<file path="src/rtl/fsc_pkg.sv">
package fsc_pkg;
  localparam int SEL_W       = 16;
  localparam int SEG_W       = 32;
  localparam int DESC_STRIDE = 8;
  localparam logic [1:0] CPL_KERNEL = 2'd0;
  localparam logic [1:0] CPL_USER   = 2'd3;
  localparam logic [SEG_W-1:0] FLAT_BASE  = '0;
  localparam logic [SEG_W-1:0] FLAT_LIMIT = '1;

  typedef enum logic [1:0] {OP_NONE, OP_ENTER, OP_EXIT} op_e;

  typedef struct packed {
    logic [SEL_W-1:0] cs_sel;
    logic [SEL_W-1:0] ss_sel;
    logic [SEG_W-1:0] base;
    logic [SEG_W-1:0] limit;
    logic [1:0]       cpl;
  } seg_state_t;
endpackage

</file>
<file path="src/rtl/fsc_msr_file.sv">
module fsc_msr_file #(
  parameter int IDX_W    = 32,
  parameter int MSR_W    = 64,
  parameter int ADDR_W   = 32,
  parameter int NUM_MSR  = 3,
  parameter logic [IDX_W-1:0] BASE_IDX = 'h174
) (
  input  logic                     clk_i,
  input  logic                     rst_ni,
  input  logic                     wr_i,
  input  logic                     rd_i,
  input  logic [IDX_W-1:0]         idx_i,
  input  logic [MSR_W-1:0]         wdata_i,
  output logic [MSR_W-1:0]         rdata_o,
  output logic                     rd_err_o,
  output logic [fsc_pkg::SEL_W-1:0] cfg_sel_o,
  output logic [ADDR_W-1:0]        cfg_esp_o,
  output logic [ADDR_W-1:0]        cfg_eip_o
);
  // slot order: 0 = code selector, 1 = entry stack, 2 = entry ip
  logic [MSR_W-1:0]   regs_q [NUM_MSR];
  logic [NUM_MSR-1:0] hit;

  for (genvar i = 0; i < NUM_MSR; i++) begin : g_slot
    assign hit[i] = (idx_i == BASE_IDX + IDX_W'(i));
    always_ff @(posedge clk_i or negedge rst_ni) begin
      if (!rst_ni)          regs_q[i] <= '0;
      else if (wr_i && hit[i]) regs_q[i] <= wdata_i;
    end
  end

  always_comb begin
    rdata_o = '0;
    for (int i = 0; i < NUM_MSR; i++)
      if (hit[i]) rdata_o = regs_q[i];
  end

  assign rd_err_o  = rd_i && (hit == '0);
  assign cfg_sel_o = regs_q[0][fsc_pkg::SEL_W-1:0];
  assign cfg_esp_o = regs_q[1][ADDR_W-1:0];
  assign cfg_eip_o = regs_q[2][ADDR_W-1:0];
endmodule

</file>
<file path="src/rtl/fsc_seg_gen.sv">
module fsc_seg_gen
  import fsc_pkg::*;
#(
  parameter int ADDR_W = 32
) (
  input  op_e               op_i,
  input  logic [SEL_W-1:0]  sel_i,
  input  logic [ADDR_W-1:0] ent_eip_i,
  input  logic [ADDR_W-1:0] ent_esp_i,
  input  logic [ADDR_W-1:0] ret_eip_i,
  input  logic [ADDR_W-1:0] ret_esp_i,
  output seg_state_t        seg_o,
  output logic [ADDR_W-1:0] eip_o,
  output logic [ADDR_W-1:0] esp_o
);
  localparam logic [SEL_W-1:0] STEP1 = SEL_W'(DESC_STRIDE);
  localparam logic [SEL_W-1:0] STEP2 = SEL_W'(2 * DESC_STRIDE);
  localparam logic [SEL_W-1:0] STEP3 = SEL_W'(3 * DESC_STRIDE);

  always_comb begin
    seg_o.base  = FLAT_BASE;
    seg_o.limit = FLAT_LIMIT;
    if (op_i == OP_EXIT) begin
      seg_o.cs_sel = sel_i + STEP2;
      seg_o.ss_sel = sel_i + STEP3;
      seg_o.cpl    = CPL_USER;
      eip_o        = ret_eip_i;
      esp_o        = ret_esp_i;
    end else begin
      seg_o.cs_sel = sel_i;
      seg_o.ss_sel = sel_i + STEP1;
      seg_o.cpl    = CPL_KERNEL;
      eip_o        = ent_eip_i;
      esp_o        = ent_esp_i;
    end
  end
endmodule

</file>
<file path="src/rtl/fsc_unit.sv">
module fsc_unit
  import fsc_pkg::*;
#(
  parameter int IDX_W  = 32,
  parameter int ADDR_W = 32,
  parameter logic [IDX_W-1:0] MSR_BASE_IDX = 'h174
) (
  input  logic              clk_i,
  input  logic              rst_ni,
  input  logic              msr_wr_i,
  input  logic              msr_rd_i,
  input  logic [IDX_W-1:0]  msr_idx_i,
  input  logic [31:0]       msr_wdata_lo_i,
  input  logic [31:0]       msr_wdata_hi_i,
  output logic [31:0]       msr_rdata_lo_o,
  output logic [31:0]       msr_rdata_hi_o,
  output logic              msr_rd_err_o,
  input  logic              enter_i,
  input  logic              exit_i,
  input  logic [ADDR_W-1:0] gpr_edx_i,
  input  logic [ADDR_W-1:0] gpr_ecx_i,
  output logic [SEL_W-1:0]  cs_sel_o,
  output logic [SEL_W-1:0]  ss_sel_o,
  output logic [SEG_W-1:0]  cs_base_o,
  output logic [SEG_W-1:0]  cs_limit_o,
  output logic [SEG_W-1:0]  ss_base_o,
  output logic [SEG_W-1:0]  ss_limit_o,
  output logic [1:0]        cpl_o,
  output logic [ADDR_W-1:0] eip_o,
  output logic [ADDR_W-1:0] esp_o,
  output logic              done_o,
  output logic              fault_o,
  output logic              sep_o
);
  localparam int MSR_W   = 64;
  localparam int NUM_MSR = 3;

  logic [MSR_W-1:0]  rdata;
  logic [SEL_W-1:0]  cfg_sel;
  logic [ADDR_W-1:0] cfg_esp, cfg_eip;
  op_e               op;
  logic              bad_cfg, go;
  seg_state_t        seg_d, seg_q;
  logic [ADDR_W-1:0] eip_d, esp_d, eip_q, esp_q;
  logic              done_q, fault_q;

  fsc_msr_file #(
    .IDX_W(IDX_W), .MSR_W(MSR_W), .ADDR_W(ADDR_W),
    .NUM_MSR(NUM_MSR), .BASE_IDX(MSR_BASE_IDX)
  ) u_msr (
    .clk_i    (clk_i),
    .rst_ni   (rst_ni),
    .wr_i     (msr_wr_i),
    .rd_i     (msr_rd_i),
    .idx_i    (msr_idx_i),
    .wdata_i  ({msr_wdata_hi_i, msr_wdata_lo_i}),
    .rdata_o  (rdata),
    .rd_err_o (msr_rd_err_o),
    .cfg_sel_o(cfg_sel),
    .cfg_esp_o(cfg_esp),
    .cfg_eip_o(cfg_eip)
  );

  // enter wins a collision with exit
  always_comb begin
    if (enter_i)     op = OP_ENTER;
    else if (exit_i) op = OP_EXIT;
    else             op = OP_NONE;
  end

  assign bad_cfg = (op != OP_NONE) && (cfg_sel == '0);
  assign go      = (op != OP_NONE) && !bad_cfg;

  fsc_seg_gen #(.ADDR_W(ADDR_W)) u_seg (
    .op_i     (op),
    .sel_i    (cfg_sel),
    .ent_eip_i(cfg_eip),
    .ent_esp_i(cfg_esp),
    .ret_eip_i(gpr_edx_i),
    .ret_esp_i(gpr_ecx_i),
    .seg_o    (seg_d),
    .eip_o    (eip_d),
    .esp_o    (esp_d)
  );

  always_ff @(posedge clk_i or negedge rst_ni) begin
    if (!rst_ni) begin
      seg_q   <= '0;
      eip_q   <= '0;
      esp_q   <= '0;
      done_q  <= 1'b0;
      fault_q <= 1'b0;
    end else begin
      done_q  <= go;
      fault_q <= bad_cfg;
      if (go) begin
        seg_q <= seg_d;
        eip_q <= eip_d;
        esp_q <= esp_d;
      end
    end
  end

  assign msr_rdata_lo_o = rdata[31:0];
  assign msr_rdata_hi_o = rdata[63:32];
  assign cs_sel_o   = seg_q.cs_sel;
  assign ss_sel_o   = seg_q.ss_sel;
  assign cs_base_o  = seg_q.base;
  assign ss_base_o  = seg_q.base;
  assign cs_limit_o = seg_q.limit;
  assign ss_limit_o = seg_q.limit;
  assign cpl_o      = seg_q.cpl;
  assign eip_o      = eip_q;
  assign esp_o      = esp_q;
  assign done_o     = done_q;
  assign fault_o    = fault_q;
  assign sep_o      = 1'b1;
endmodule

</file>
<file path="config.mk">
export PLATFORM = sky130hd
export DESIGN_NAME = fsc_unit
export DESIGN_NICKNAME = d
export VERILOG_FILES = /design/src/rtl/fsc_pkg.sv /design/src/rtl/fsc_msr_file.sv /design/src/rtl/fsc_seg_gen.sv /design/src/rtl/fsc_unit.sv
export SDC_FILE = /design/constraint.sdc
export NUM_CORES = 1
export LEC_CHECK = 0
export BUFFER_PORTS_ARGS = -buffer_cell sky130_fd_sc_hd__buf_4
export CORE_UTILIZATION = 40
export CTS_BUF_LIST = sky130_fd_sc_hd__clkbuf_4
export DETAILED_ROUTE_END_ITERATION = 16
export PLACE_DENSITY_LB_ADDON = 0.15
export SLEW_MARGIN = 20
export SYNTH_ARGS = -nofsm -noshare
export SYNTH_HDL_FRONTEND = slang
export SYNTH_HIERARCHICAL = 1
export SYNTH_SLANG_ARGS = --single-unit
export TNS_END_PERCENT = 30
</file>
<file path="constraint.sdc">
create_clock -name clk_i -period 3.46 [get_ports clk_i]
set_input_delay 0.865 -clock clk_i [delete_from_list [all_inputs] [get_ports clk_i]]
set_output_delay 0.865 -clock clk_i [all_outputs]
set_load 0.03 [all_outputs]
</file>
==> reports/summary.txt, run 1 <==
Status -> complete, no violations
Area Overhead vs Synth -> 23.3%
Min-Delay Startpoint -> msr_wdata_lo_i[27]
Register area share after synthesis -> 48.8%
CP endpoint -> msr_rdata_lo_o[4]
Worst-path maximum fanout -> 22
Final core utilization -> 50.5%
Min cycle time layout -> 3290 ps
Slowest stage cell, crit path -> or2_2
Nets -> 1955
RR Startpoint -> u_msr/cfg_sel_o[15]
CP Launch Point -> msr_idx_i[25]
Slowest stage delay, CP -> 320 ps
Total I/O pin count -> 460
First-pass GRT wire length -> 72.9 mm
LEAKAGE -> 11.6 nW
Clock Latency Late Sink -> 820 ps
Worst r2r path cells -> 5
Grt ovf -> 0
Startpoint class of the critical path -> primary input
CP arrival -> 2430 ps
Worst hold path type -> in -> reg
Drt drc -> 0
Crit-path cells -> buf_4, nor4_1, nand4_1, or2_2, buf_4, nor2_2, buf_4
Worst vdd ir -> 0.222 mV
DRT iter0 DRCs -> 508
Synth Register Bits -> 356
# setup viols final -> 0
GRT Total Usage -> 20.5%
I/O Buffers -> 458
R2r setup slk -> 620 ps
CTS Buf Count -> 99
Pwr per Cell Area -> 409 nW/um2
Total Power -> 9.22 mW
Yosys cell types -> 39
Number of global-route vias before repair -> 12163
Antenna violations before repair -> 4
Die area -> 46500 um2
Hold depth -> 2
Slew headroom -> 37.7%
Clock share of power -> 43.5%
Final Max Slew Viols -> 0
Worst slew pin tran -> 931 ps
Post-route cell area -> 22500 um2
Period utilization -> 95.1%
First drt pass iteration count -> 6
Syn Inst Count -> 1417
Row cnt -> 77
Final Hold Viols -> 0
Synth Cell Area -> 18300 um2
Core area -> 44600 um2
Largest net degree at the start of global routing -> 109
FF-to-FF End -> eip_o[22]
Clk sinks -> 356
CTS Buffer Depth -> 3
Chip width -> 216 um
Dpl hpwl -> 33.0 mm
WS Path Type -> in -> out
Initial Util -> 41.0%
Syn_area_per_cell -> 12.9 um2
P_int -> 6.85 mW
# H-tree levels -> 3
CTS Root Buffer Type -> clkbuf_4
Placement-stage cell area -> 21200 um2
Die H -> 216 um
Final clock skew -> 52.1 ps
CTS tree -> done
Comb power frac -> 10.0%
Net Switching -> 2.37 mW
RSZ-0062 raised after global routing -> false
Ranking of synthesized cells by area -> dfrtp_1 (49%), mux2_2 (18%), mux2_4 (11%)
Reg power frac -> 46.5%
Wire per inst -> 19.4 um
Max Cap Viol -> 0
Share of the synthesized area in the top cell type -> 48.8%
Clock transition at path regs -> 80 ps
Synth warn -> 6
Share of layout cells above drive strength 1 -> 59.2%
Fmax -> 0.304 GHz
Most used cell, CP -> buf_4
Final wirelength -> 47.7 mm
CP Capture Type -> output pin
Via count -> 11715
Routability cong. -> 0.783
Post-CTS setup buffers -> 0
WP data required -> 2590 ps
TNS Setup -> 0 ps
Cell taking the most area after synthesis -> dfrtp_1
DRT antenna net count -> 0
DR vias/cell -> 4.76
Net Sw Frac -> 25.7%
timing repair:
action	4_1_cts	5_1_grt
hold endpoints to repair	20	0
gates resized for setup	0	3
endpoints found under the setup margin	0	3
hold buffers	1	0
cell type report:
class | instances | area (um2)
diodes | 4 | 10.0
clock buffers | 160 | 1200
clock inverters | 18 | 133
fillers | 4029 | 22100
inverters | 2 | 7.51
multi-input cells | 826 | 7560
flip-flops and latches | 356 | 8910
well taps | 592 | 741
repair buffers | 502 | 3970
synth_stat cells (all sizes together):
cell type and instances:
nand4 9, nand3 1, a21oi 65, nor3 5, and4bb 2, inv 2, nor2 139, buf 274
nor4 9, nor2b 3, and2 1, o21a 1, conb 3, and3 2, or2 1, clkbuf 21
dfrtp 356, nand2 8, a41oi 1, ha 2, xnor2 9, xor2 13, nand3b 1, nand2b 1
maj3 1, nor4b 3, mux2i 64, mux2 419, or3 1
sequential cells by signal (all words and copies together) (netlist names):
register         cells
cpl_o                2
cs_base_o           32
cs_limit_o          32
cs_sel_o            16
done_o               1
eip_o               32
esp_o               32
fault_o              1
ss_sel_o            16
u_msr/cfg_eip_o     32
u_msr/cfg_esp_o     32
u_msr/cfg_sel_o     16
u_msr/regs_q       112
how the worst min path moves through the flow:
stage / end / slack, ps
after floorplan: u_msr/regs_q[180] / 480
after global placement: u_msr/regs_q[154] / 490
after detailed placement: u_msr/regs_q[154] / 490
after CTS: u_msr/regs_q[48] / 170
after global routing: u_msr/regs_q[47] / 190
final: u_msr/cfg_eip_o[27] / 290
metrics by stage:
step | std cells | hold WS, ps | setup slack (ps)
global placement | 2277 | 488 | 86.2
CTS | 2456 | 174 | 83.8
finish | 2460 | 293 | 169
floorplan | 1479 | 480 | 79.5
global route | 2458 | 187 | 37.6
detailed placement | 2277 | 495 | 89.1
routing by layer:
| layer | global-route usage, % | wire length (um) | part of all wire [%] | up-vias |
|---|---|---|---|---|
| li1 | - | - | - | 5425 |
| met1 | 26.4 | 20800 | 43 | 5836 |
| met2 | 32.7 | 22600 | 47 | 372 |
| met3 | 6.33 | 3320 | 6.9 | 80 |
| met4 | 6.67 | 1020 | 2.1 | 2 |
| met5 | 0 | 14 | 0.029 | - |
cell families after synthesis:
| family | share of synthesized area, % |
|---|---|
| mux | 32.0 |
| flops | 48.8 |
| buf+inv | 11.4 |
| simple gates | 4.64 |
| compound gates | 1.87 |
| xor+xnor | 1.05 |
| fa+ha+maj | 0.192 |
| other cells | 0.0616 |
power groups by stage:
stage | Sequential, mW | Combinational (mW) | Clock (mW)
3_3_place_gp | 4.36 | 0.934 | 0
6_report | 4.29 | 0.926 | 4.01
5_1_grt | 4.29 | 0.987 | 4.41
3_5_place_dp | 4.36 | 0.940 | 0
4_1_cts | 4.29 | 0.943 | 4.18
2_1_floorplan | 4.48 | 0.408 | 0
worst max-delay path, delay by kind of cell:
kind          cells  cell delay, ps
buf+inv           3             530
simple gates      4            1000
layout by cell type, fill, tap and decap left out, types with 4 or more instances in the layout:
master and instances:
conb_1 65, mux2_2 290, nand2_1 8, xor2_1 13
dfrtp_1 356, nor2_1 136, mux2_4 129, clkbuf_4 160
a21oi_1 65, nor3_1 4, diode_2 4, xnor2_1 9
mux2i_1 64, nor4_1 8, clkinv_1 12, nand4_1 8
buf_4 485, buf_12 15
(Power assumes the default switching activity.)
==> run 2, diff against run 1 <==
- CORE_UTILIZATION: 40 -> 56
==> reports/summary.txt, run 2 (synthesis gave the netlist of run 1 again) <==
Status -> complete, no violations (unchanged)
Crit-path cells -> buf_4, nor4_1, nand4_1, or2_2, buf_4, nor2_1, buf_4 (was buf_4, nor4_1, nand4_1, or2_2, buf_4, nor2_2, buf_4)
Slowest stage delay, CP -> 350 ps (was 320 ps)
RSZ-0062 raised after global routing -> false (unchanged)
Most used cell, CP -> buf_4 (unchanged)
# setup viols final -> 0 (unchanged)
Worst vdd ir -> 0.245 mV (was 0.222 mV)
First-pass GRT wire length -> 69.4 mm (was 72.9 mm)
Min cycle time layout -> 3260 ps (was 3290 ps)
Nets -> 1950 (was 1955)
Most frequent cells in the layout -> buf_4 (480), dfrtp_1 (356), mux2_2 (290), clkbuf_4 (142), nor2_1 (139) (was buf_4 (485), dfrtp_1 (356), mux2_2 (290), clkbuf_4 (160), nor2_1 (136))
Startpoint class of the critical path -> primary input (unchanged)
M1 WL -> 18.6 mm (was 20.8 mm)
Min Hold Slack -> 112 ps (was 293 ps)
Met3 wire length -> 2.68 mm (was 3.32 mm)
TNS Setup -> 0 ps (unchanged)
GRT Total Usage -> 26.9% (was 20.5%)
Wire per inst -> 19.6 um (was 19.4 um)
RR Startpoint -> u_msr/cfg_sel_o[15] (unchanged)
CP bufs+invs -> 3 (unchanged)
Final Hold Viols -> 0 (unchanged)
Row cnt -> 65 (was 77)
Via count -> 11841 (was 11715)
I/O Buffers -> 458 (unchanged)
Number of global-route vias before repair -> 12401 (was 12163)
Largest register FFs -> 112 (unchanged)
Top register by number of flip-flops -> u_msr/regs_q (unchanged)
CP Launch Point -> msr_idx_i[25] (unchanged)
Die area -> 33400 um2 (was 46500 um2)
CTS Root Buffer Type -> clkbuf_4 (unchanged)
Largest net degree at the start of global routing -> 78 (was 109)
Final clock skew -> 64.1 ps (was 52.1 ps)
Clock Latency Late Sink -> 730 ps (was 820 ps)
Post-route insts no fill -> 2279 (was 2460)
DRT iter0 DRCs -> 422 (was 508)
Worst-path maximum fanout -> 22 (unchanged)
# H-tree levels -> 3 (unchanged)
Period utilization -> 94.2% (was 95.1%)
First drt pass iteration count -> 4 (was 6)
Total I/O pin count -> 460 (unchanged)
CTS Buf Count -> 95 (was 99)
CP arrival -> 2390 ps (was 2430 ps)
Die H -> 183 um (was 216 um)
CP top delay family -> simple AND/OR/NAND/NOR gates (unchanged)
Slowest stage cell, crit path -> or2_2 (unchanged)
Max Cap Viol -> 0 (unchanged)
Worst slew pin tran -> 769 ps (was 931 ps)
PostCTS Resize Cnt -> 0 (unchanged)
Dpl hpwl -> 31.5 mm (was 33.0 mm)
Worst r2r path cells -> 4 (was 5)
Core area -> 31800 um2 (was 44600 um2)
Routability cong. -> 0.831 (was 0.783)
Slew headroom -> 48.3% (was 37.7%)
CTS Buffer Depth -> 3 (unchanged)
Clock transition at path regs -> 70 ps (was 80 ps)
CTS tree -> done (unchanged)
Post-CTS setup buffers -> 0 (unchanged)
Initial Util -> 57.5% (was 41.0%)
DR vias/cell -> 5.20 (was 4.76)
Share of layout cells above drive strength 1 -> 58.8% (was 59.2%)
Drt drc -> 0 (unchanged)
WP data required -> 2590 ps (about the same)
CTS Hold Buffers Added -> 0 (was 1)
Area Overhead vs Synth -> 21.5% (was 23.3%)
Crit path depth -> 7 (unchanged)
CP Capture Type -> output pin (unchanged)
Final Max Slew Viols -> 0 (unchanged)
Grt ovf -> 0 (unchanged)
Fmax -> 0.307 GHz (was 0.304 GHz)
Chip width -> 183 um (was 216 um)
DRT antenna net count -> 0 (unchanged)
WS Path Type -> in -> out (unchanged)
Pwr per Cell Area -> 397 nW/um2 (was 409 nW/um2)
Most common cell after layout, fill and taps aside -> buf_4 (unchanged)
Antenna violations before repair -> 2 (was 4)
Clk sinks -> 356 (unchanged)
Dpl cells -> 2120 (was 2277)
Uppermost layer routed -> met4 (was met5)
Worst hold path type -> in -> async (was in -> reg)
Final wirelength -> 44.7 mm (was 47.7 mm)
LEAKAGE -> 11.5 nW (was 11.6 nW)
Metal2 WL -> 22.3 mm (was 22.6 mm)
-- run 2: changes by cell type in the layout (fill, tap and decap cells not counted), moves of 3 or more --
cell / change
buf_12: +5
clkbuf_4: -18
clkinv_1: -4
nor2_2: -3
buf_4: -5
nor2_1: +3
-- run 2: cell type report --
type	instances	area, um2
Clock inverter	15	91.3
Antenna cell	2	5.00
Clock buffer	142	1070
Inverter	2	7.51
Tap cell	435	544
Multi-Input combinational cell	826	7550
Fill cell	2341	9610
Sequential cell	356	8910
Timing Repair Buffer	501	4020
-- run 2: report_power, final --
group / internal (mW) / leakage (nW) / switching, mW
registers: 4.23 / 4.85 / 0.0525
clock network: 1.93 / 0.697 / 1.69
logic: 0.401 / 5.94 / 0.525
total: 6.56 / 11.5 / 2.26
-- run 2: final timing paths --
kind                       slack (ps)                 to
hold reg to reg                   500          esp_o[20]
max in group asynchronous        2420          eip_o[17]
hold / removal                    110      cs_base_o[25]
min in group clk_i                370   u_msr/regs_q[57]
setup / recovery                  200  msr_rdata_lo_o[5]
setup reg to reg                  980     cs_limit_o[21]
-- run 2: through the flow --
stage	setup slack [ps]	power, mW	cell area (um2)	utilization, %
6_report	201	8.82	22200	69.8
3_3_place_gp	222	5.28	21000	66.1
5_1_grt	54.5	9.23	22200	69.8
2_1_floorplan	79.5	4.89	18500	-
4_1_cts	173	8.94	22200	69.8
3_5_place_dp	173	5.29	21000	66.1
-- run 2: layer usage --
layer  up-vias  global-route usage [%]
met1      5952                    33.6
met5         -                       0
met2       426                    45.5
met4         0                    9.85
met3        73                    6.43
li1       5390                       -
-- run 2: worst register-to-register path: stages (launching register included) --
cell	delay, ps
dfrtp_1	500
nor4_1	720
a41oi_4	440
buf_12	340
mux2_4	340
